--- src/rtl/epm_pkg.sv ---
package epm_pkg;
  localparam int ADDR_W = 3;
  localparam logic [ADDR_W-1:0] A_MODE   = 3'd0;
  localparam logic [ADDR_W-1:0] A_ES_THR = 3'd1;
  localparam logic [ADDR_W-1:0] A_SES_HI = 3'd2;
  localparam logic [ADDR_W-1:0] A_SES_LO = 3'd3;
  localparam logic [ADDR_W-1:0] A_LOC_EN = 3'd4;
  localparam logic [ADDR_W-1:0] A_REM_EN = 3'd5;
  localparam logic [ADDR_W-1:0] A_ES_CNT = 3'd6;
  localparam logic [ADDR_W-1:0] A_SES_CNT = 3'd7;
  localparam int MODE_ZDIS_ON  = 6;
  localparam int MODE_ZDIS_OFF = 7;
endpackage

--- src/rtl/epm_evt_accum.sv ---
module epm_evt_accum #(
  parameter int LOC_W = 4,
  parameter int REM_W = 8,
  parameter int CNT_W = 16
) (
  input  logic             clk,
  input  logic             rst_n,
  input  logic             tick,
  input  logic [LOC_W-1:0] loc_evt,
  input  logic [LOC_W-1:0] loc_en,
  input  logic [REM_W-1:0] rem_evt,
  input  logic [REM_W-1:0] rem_en,
  output logic [CNT_W-1:0] evt_cnt,
  output logic             rem_hit
);
  localparam int ADD_W = $clog2(LOC_W + 1);

  logic [LOC_W-1:0] masked;
  logic [ADD_W-1:0] add;
  logic [CNT_W:0]   sum;
  logic [CNT_W-1:0] sat_sum;
  logic             rem_now;

  assign masked  = loc_evt & loc_en;
  assign rem_now = |(rem_evt & rem_en);

  always_comb begin
    add = '0;
    for (int i = 0; i < LOC_W; i++) begin
      add = add + ADD_W'(masked[i]);
    end
  end

  assign sum     = {1'b0, evt_cnt} + (CNT_W+1)'(add);
  assign sat_sum = sum[CNT_W] ? '1 : sum[CNT_W-1:0];

  always_ff @(posedge clk) begin
    if (!rst_n) begin
      evt_cnt <= '0;
      rem_hit <= 1'b0;
    end else if (tick) begin
      evt_cnt <= CNT_W'(add);
      rem_hit <= rem_now;
    end else begin
      evt_cnt <= sat_sum;
      rem_hit <= rem_hit | rem_now;
    end
  end
endmodule

--- src/rtl/epm_classify.sv ---
module epm_classify #(
  parameter int CNT_W = 16,
  parameter int THR_W = 8
) (
  input  logic [CNT_W-1:0] cnt,
  input  logic [THR_W-1:0] thr,
  input  logic             zero_off,
  input  logic             forced,
  output logic             hit
);
  logic thr_zero;
  logic by_count;

  assign thr_zero = (thr == '0);

  always_comb begin
    if (thr_zero) by_count = !zero_off && (cnt != '0);
    else          by_count = (cnt >= CNT_W'(thr));
  end

  assign hit = forced | by_count;
endmodule

--- src/rtl/epm_rc_counter.sv ---
module epm_rc_counter #(
  parameter int W = 16
) (
  input  logic         clk,
  input  logic         rst_n,
  input  logic         inc,
  input  logic         clr,
  output logic [W-1:0] value
);
  always_ff @(posedge clk) begin
    if (!rst_n)                    value <= '0;
    else if (clr)                  value <= W'(inc);
    else if (inc && value != '1)   value <= value + 1'b1;
  end
endmodule

--- src/rtl/es_perf_monitor.sv ---
module es_perf_monitor
  import epm_pkg::*;
#(
  parameter int LOC_W = 4,
  parameter int REM_W = 8,
  parameter int CNT_W = 16
) (
  input  logic              clk,
  input  logic              rst_n,
  input  logic              tick_1s,
  input  logic [LOC_W-1:0]  loc_evt,
  input  logic [REM_W-1:0]  rem_evt,
  input  logic              wr_en,
  input  logic [ADDR_W-1:0] wr_addr,
  input  logic [7:0]        wr_data,
  input  logic              rd_req,
  input  logic [ADDR_W-1:0] rd_addr,
  output logic              rd_valid,
  output logic [CNT_W-1:0]  rd_data
);
  logic [7:0]       mode_q;
  logic [7:0]       es_thr_q;
  logic [15:0]      ses_thr_q;
  logic [LOC_W-1:0] loc_en_q;
  logic [REM_W-1:0] rem_en_q;

  logic [CNT_W-1:0] evt_cnt;
  logic             rem_hit;
  logic             zero_off;
  logic             es_hit, ses_hit;
  logic             es_inc, ses_inc;
  logic             es_clr, ses_clr;
  logic [CNT_W-1:0] es_cnt, ses_cnt;
  logic [CNT_W-1:0] rd_mux;

  always_ff @(posedge clk) begin
    if (!rst_n) begin
      mode_q    <= '0;
      es_thr_q  <= '0;
      ses_thr_q <= '0;
      loc_en_q  <= '0;
      rem_en_q  <= '0;
    end else if (wr_en) begin
      case (wr_addr)
        A_MODE:   mode_q          <= wr_data;
        A_ES_THR: es_thr_q        <= wr_data;
        A_SES_HI: ses_thr_q[15:8] <= wr_data;
        A_SES_LO: ses_thr_q[7:0]  <= wr_data;
        A_LOC_EN: loc_en_q        <= wr_data[LOC_W-1:0];
        A_REM_EN: rem_en_q        <= wr_data[REM_W-1:0];
        default: ;
      endcase
    end
  end

  epm_evt_accum #(.LOC_W(LOC_W), .REM_W(REM_W), .CNT_W(CNT_W)) u_accum (
    .clk(clk), .rst_n(rst_n), .tick(tick_1s),
    .loc_evt(loc_evt), .loc_en(loc_en_q),
    .rem_evt(rem_evt), .rem_en(rem_en_q),
    .evt_cnt(evt_cnt), .rem_hit(rem_hit)
  );

  assign zero_off = mode_q[MODE_ZDIS_ON] & ~mode_q[MODE_ZDIS_OFF];

  epm_classify #(.CNT_W(CNT_W), .THR_W(8)) u_es_cls (
    .cnt(evt_cnt), .thr(es_thr_q), .zero_off(zero_off),
    .forced(rem_hit), .hit(es_hit)
  );

  epm_classify #(.CNT_W(CNT_W), .THR_W(16)) u_ses_cls (
    .cnt(evt_cnt), .thr(ses_thr_q), .zero_off(zero_off),
    .forced(rem_hit), .hit(ses_hit)
  );

  assign es_inc  = tick_1s & es_hit;
  assign ses_inc = tick_1s & ses_hit;
  assign es_clr  = rd_req && (rd_addr == A_ES_CNT);
  assign ses_clr = rd_req && (rd_addr == A_SES_CNT);

  epm_rc_counter #(.W(CNT_W)) u_es_ctr (
    .clk(clk), .rst_n(rst_n), .inc(es_inc), .clr(es_clr), .value(es_cnt)
  );

  epm_rc_counter #(.W(CNT_W)) u_ses_ctr (
    .clk(clk), .rst_n(rst_n), .inc(ses_inc), .clr(ses_clr), .value(ses_cnt)
  );

  always_comb begin
    case (rd_addr)
      A_MODE:    rd_mux = CNT_W'(mode_q);
      A_ES_THR:  rd_mux = CNT_W'(es_thr_q);
      A_SES_HI:  rd_mux = CNT_W'(ses_thr_q[15:8]);
      A_SES_LO:  rd_mux = CNT_W'(ses_thr_q[7:0]);
      A_LOC_EN:  rd_mux = CNT_W'(loc_en_q);
      A_REM_EN:  rd_mux = CNT_W'(rem_en_q);
      A_ES_CNT:  rd_mux = es_cnt;
      default:   rd_mux = ses_cnt;
    endcase
  end

  always_ff @(posedge clk) begin
    if (!rst_n) begin
      rd_valid <= 1'b0;
      rd_data  <= '0;
    end else begin
      rd_valid <= rd_req;
      if (rd_req) rd_data <= rd_mux;
    end
  end
endmodule

--- config.mk ---
export PLATFORM = sky130hd
export DESIGN_NAME = es_perf_monitor
export DESIGN_NICKNAME = d
export VERILOG_FILES = /design/src/rtl/epm_pkg.sv /design/src/rtl/epm_evt_accum.sv /design/src/rtl/epm_classify.sv /design/src/rtl/epm_rc_counter.sv /design/src/rtl/es_perf_monitor.sv
export SDC_FILE = /design/constraint.sdc
export NUM_CORES = 1
export LEC_CHECK = 0
export CAP_MARGIN = 20
export CORE_AREA = 2 2 108 110
export CTS_CLUSTER_SIZE = 28
export DETAILED_ROUTE_END_ITERATION = 10
export DIE_AREA = 0 0 110 112
export DONT_BUFFER_PORTS = 1
export PLACE_DENSITY_LB_ADDON = 0.25
export SLEW_MARGIN = 0
export SYNTH_ARGS = -nofsm -noshare
export SYNTH_HDL_FRONTEND = slang
export SYNTH_SLANG_ARGS = --single-unit
--- constraint.sdc ---
create_clock -name clk -period 8.1 [get_ports clk]
set_input_delay 1.62 -clock clk [delete_from_list [all_inputs] [get_ports clk]]
set_output_delay 1.62 -clock clk [all_outputs]
set_load 0.1 [all_outputs]
# Word level (Yosys, flattened, before mapping)
# Index checks and enable logic that the tools add are counted.
dict set report word_totals {
  reg_bits 110
  inputBits 31
  out_inout_bits 17
  elab_cells 80
}
dict set report classes {
  add_sub_neg 6
  order_cmp 2
  eq_ne 14
  mux 10
  n_bitwise 10
  n_reduce_logical 23
}
# cell n
set op_table {}
lappend op_table {{16-bit one-hot mux with 7 select lines} 1}
lappend op_table {{16-bit by 1-bit adder with 16-bit output, second input constant} 2}
lappend op_table {{16-bit != test, second input constant} 2}
lappend op_table {{3-bit equality test, second input constant} 6}
lappend op_table {{16-bit by 3-bit adder with 17-bit output} 1}
lappend op_table {{16-bit >= comparator} 1}
lappend op_table {{16-bit by 8-bit >= comparator with 1-bit output} 1}
lappend op_table {{16-bit zero test} 1}
lappend op_table {{16-bit 2-to-1 mux} 1}
lappend op_table {{16-bit nonzero test} 1}
lappend op_table {{3-bit by 2-bit equality test with 1-bit output, second input constant} 4}
lappend op_table {{2-bit AND reduction} 6}
lappend op_table {{8-bit bitwise AND} 1}
lappend op_table {{8-bit zero test} 1}
lappend op_table {{8-bit OR reduction} 1}
lappend op_table {{1-bit 2-to-1 mux} 7}
lappend op_table {{3-bit by 1-bit adder with 3-bit output} 2}
lappend op_table {{3-bit by 1-bit equality test with 1-bit output, second input constant} 2}
lappend op_table {{3-bit zero test} 2}
lappend op_table {{2-bit OR reduction} 3}
lappend op_table {{1-bit logical AND} 5}
lappend op_table {{4-bit bitwise AND} 1}
lappend op_table {{2-bit nonzero test} 2}
lappend op_table {{1-bit bitwise AND} 3}
lappend op_table {{5 further kinds} 8}

# Logic depth before layout (Yosys ltp)
dict set report depth {
  ltp_word 10
  ltp_mapped 12
}

# Hierarchy
# A second synthesis with hierarchy kept.
dict set report hier_totals {
  hier_cells 740
  area_unflattened_um2 6200.9
}
# module n_inst cells_each area_per_inst_um2 seq_area_each_um2
set modules_own_cells {}
lappend modules_own_cells {es_perf_monitor 1 329 2824.0 1221.2}
lappend modules_own_cells {epm_rc_counter 2 99 825.8 320.3}
lappend modules_own_cells {epm_evt_accum 1 108 954.7 340.3}
lappend modules_own_cells {{epm_classify (u_ses_cls)} 1 67 483.0 0.0}
lappend modules_own_cells {{epm_classify (u_es_cls)} 1 38 287.8 0.0}

# Worst setup path before layout
# Ideal clock, no wire load.
dict set report synth_path {
  path_kind {input -> register}
  startpoint {in loc_evt[0]}
  endpoint {reg u_accum.evt_cnt[10]}
  setup_time_ns 0.070
  arrival_ns 4.374
  path_slack_ns 3.655
  stages 12
  n_path_buf 1
  cell_sequence {and2_1 -> ha_1 -> fa_1 -> ha_1 -> inv_1 -> fa_1 -> nor2b_1 -> o211ai_1 -> nor3_1 -> nand3_1 -> clkbuf_1 -> a21oi_1}
}
dict set report synth_between {
  elab_chain_len 6
}
# element line_no
set synth_rtl {}
lappend synth_rtl {{start: declaration} es_perf_monitor.sv:11} ;# input logic [LOC_W-1:0] loc_evt,
lappend synth_rtl {{4-bit bitwise AND} epm_evt_accum.sv:24} ;# assign masked = loc_evt & loc_en;
lappend synth_rtl {{1-bit by 1-bit adder with 2-bit output} epm_evt_accum.sv:30} ;# add = add + ADD_W'(masked[i]);
lappend synth_rtl {{3-bit by 1-bit adder with 3-bit output (2 in a row)} epm_evt_accum.sv:30}
lappend synth_rtl {{16-bit by 3-bit adder with 17-bit output} epm_evt_accum.sv:34} ;# assign sum = {1'b0, evt_cnt} + (CNT_W+1)'(add);
lappend synth_rtl {{16-bit 2-to-1 mux} epm_evt_accum.sv:35} ;# assign sat_sum = sum[CNT_W] ? '1 : sum[CNT_W-1:0];
lappend synth_rtl {{end signal: assignment} epm_evt_accum.sv:42} ;# evt_cnt <= CNT_W'(add);
lappend synth_rtl {{end signal: assignment} epm_evt_accum.sv:45} ;# evt_cnt <= sat_sum;
lappend synth_rtl {{end: declaration} epm_evt_accum.sv:13} ;# output logic [CNT_W-1:0] evt_cnt,
# No other way between the ends.
# A chain may end at the register's enable or synchronous reset.

# Final worst setup path
dict set report layout_path {
  startpoint {in loc_evt[0]}
  endpoint {reg u_accum.evt_cnt[1]}
}
dict set report layout_between {
  elab_chain_len 7
}
# element line_no
set layout_rtl {}
lappend layout_rtl {{4-bit bitwise AND *} epm_evt_accum.sv:24}
lappend layout_rtl {{1-bit by 1-bit adder with 2-bit output *} epm_evt_accum.sv:30}
lappend layout_rtl {{3-bit by 1-bit adder with 3-bit output * (2 in a row)} epm_evt_accum.sv:30}
lappend layout_rtl {{16-bit by 3-bit adder with 17-bit output} epm_evt_accum.sv:34}
lappend layout_rtl {{16-bit 2-to-1 mux} epm_evt_accum.sv:35}
lappend layout_rtl {{3-bit 2-to-1 mux *} epm_evt_accum.sv:41} ;# end else if (tick) begin
# Mark *: on every way between the ends. The rest lies on a longest branch, timed or not.

==> impl_metrics.ini <==
[synthesis]
synthCells = 747
ys_seq_elements = 110
synth-edff-count = 0
ys_top_cells_by_area = dfxtp_1 (36%), a21oi_1 (7.4%), nand2_1 (7.3%)
netlist_area_um2 = 6050
yosys_warnings = 0
synth_top_flop_cell = dfxtp_1
yosysUniqueCellTypes = 65
syn_nets = 811
async_reset_ff_frac = 0
synth_top_cell_by_area = dfxtp_1
ys_seq_area_frac = 0.364
syn_area_per_cell_um2 = 8.10
yosys.area.top_type_share = 0.364

[power]
clkPwrFrac = 0.400
p_sw_frac = 0.278
leakage_nw = 2.12
total_power_mw = 1.15
p_int_uw = 832
power_density_nw_per_um2 = 180
seqPwrFrac = 0.521
p_sw_uw = 321
vdd_ir_drop_max_v = 0.000147
p_comb_frac = 0.080

[critical_path]
critPathRequiredTime_ns = 8.39
crit_type = input port to register
worst_setup_path_end_kind = register
arrival_ns = 4.82
rr_worst_depth = 11
critical_path.startpoint_type = input port
path_max_fanout = 13

[job]
maxCapViolations = 0

[floorplan]
fp.dieH_um = 112
io_pins = 48
die_area_um2 = 12300
row_count = 39
initial_core_util = 0.541
die_x_um = 110
coreArea_um2 = 11200

[clock_network]
cts_buffers = 9
clk_pin_slew_ns = 0.07
clock_latency_ns = 0.37
cts-htree-levels = 3
cts-resized-gates = 0
holdBufCountCts = 0
cts_sinks = 110
clockBufferDepth = 2
cts_tree = built
root_buffer = clkbuf_16
post_cts_buffers = 0

[detailed_routing]
drt-vias-per-instance = 6.47
dr.first_iter.drc_count = 363
drt_first_pass_iters = 5
avgRoutedWirePerCell_um = 18.7
num_vias = 5625
ant_nets = 0
wl_um = 16300
route.detailed.drc = 0

[grt]
grt-ovfl-total = 0
grt_start_max_net_pins = 63
grt_pass1_vias = 5080
grt_pass1_wl_um = 26200
antenna_found_initial = 0
track_usage = 0.273

[placement]
place_congestion = 0.890
dp.cells = 852
dp_hpwl_um = 11900
placed_area_um2 = 6060
io_buffer_count = 0
dp_slack_ns = 3.19

[finish]
syn_to_final_growth_pct = 5.61
mostFrequentLayoutCell = nand2_1
fill_cells = 1015
nets = 786
final_cells = 870
drive_gt1_frac = 0.0495
stdcell_area_um2 = 6390
mostFrequentLayoutCells = nand2_1 (117), dfxtp_1 (110), a21oi_1 (90), nor2_1 (34), inv_1 (33)
num_antenna_cells = 0

[timing]
hold_viol = 0
clock_skew_ns = 0.00922
min_period_ns = 4.53
setup_slack_ns = 3.57
setup_viol = 0
maxSlewViolCount = 0
min_period_over_period = 0.560
fmax_mhz = 221
tightest_slew_ns = 1.07
rsz0062_at_grt = false
slew_headroom = 0.289
finalSetupTns_ns = 0

[outcome]
run_status = finished clean

[hold_path]
worstHoldPathCells = 2
hold_path_class = register to register
-- layout make-up --
type,instances,area (um2),area share
sequential,110,2200,0.345
inverter,34,128,0.0200
multi-input combinational,564,3540,0.555
timing repair buffer,3,30.0,0.00470
tap,143,179,0.0280
clock buffer,9,225,0.0353
clock inverter,7,77.6,0.0121
-- synth_stat cells (13+ instances only) --
library cell,number
a21oi_1,90
dfxtp_1,110
a211oi_1,13
o31ai_1,13
clkbuf_1,32
nand2_1,117
ha_1,31
nor2_1,34
nand4_1,18
nand2b_1,14
o21ai_0,17
inv_1,33
nand3_1,21
or4_1,22
-- flip-flops by register name (all words and copies together), names as in the netlist --
signal           flops
es_thr_q             8
loc_en_q             4
mode_q               8
rd_data             16
rd_valid             1
rem_en_q             8
ses_thr_q           16
u_accum.evt_cnt     16
u_accum.rem_hit      1
u_es_ctr.value      16
u_ses_ctr.value     16
-- worst max-delay path, stage by stage --
cell,delay [ns]
and2_1,0.14
ha_1,0.31
fa_1,0.40
ha_1,0.32
inv_1,0.06
fa_1,0.43
nor2b_1,0.17
o211ai_1,0.15
nor3_1,0.46
nand3_1,0.48
a31oi_1,0.29
-- per-stage QoR --
stage | hold WS, ns | util
2_1_floorplan | 0.433 | -
3_3_place_gp | 0.442 | 0.542
3_5_place_dp | 0.449 | 0.542
4_1_cts | 0.459 | 0.569
5_1_grt | 0.491 | 0.571
6_report | 0.461 | 0.571
-- routing by layer --
metal / vias to the layer above / track usage / wire length, um
met5: - / 0 / 0
met4: 0 / 0.0844 / 365
met3: 30 / 0.0779 / 1150
met2: 175 / 0.435 / 7900
met1: 2722 / 0.355 / 6830
li1: 2698 / - / -
-- kinds of logic (layout without fill, tap and decap cells) --
logic type	count (synthesis)	in the layout	synth area share
AND/OR/NAND/NOR	290	290	0.239
XOR/XNOR	10	10	0.0145
buffers and inverters	73	53	0.0497
adder cells (fa/ha/maj)	33	33	0.0708
flip-flops	110	110	0.364
AO/OA/AOI/OAI	213	213	0.226
multiplexers	18	18	0.0368
-- power groups by stage --
| stage | Combinational [mW] | Clock (mW) | Sequential, mW |
|---|---|---|---|
| CTS | 0.0888 | 0.465 | 0.600 |
| global route | 0.102 | 0.485 | 0.602 |
| detailed placement | 0.0889 | 0 | 0.612 |
| finish | 0.0918 | 0.460 | 0.600 |
| global placement | 0.0857 | 0 | 0.612 |
| floorplan | 0.0832 | 0 | 0.607 |
-- worst paths after layout --
| path | startpoint | slack [ns] | end |
|---|---|---|---|
| setup / recovery | loc_evt[0] | 3.57 | u_accum.evt_cnt[1] |
| hold / removal | mode_q[3] | 0.46 | mode_q[3] |
| setup reg to reg | loc_en_q[0] | 4.48 | u_accum.evt_cnt[1] |
| hold reg to reg | mode_q[3] | 0.46 | mode_q[3] |
Power figures use the tool's default switching activity.
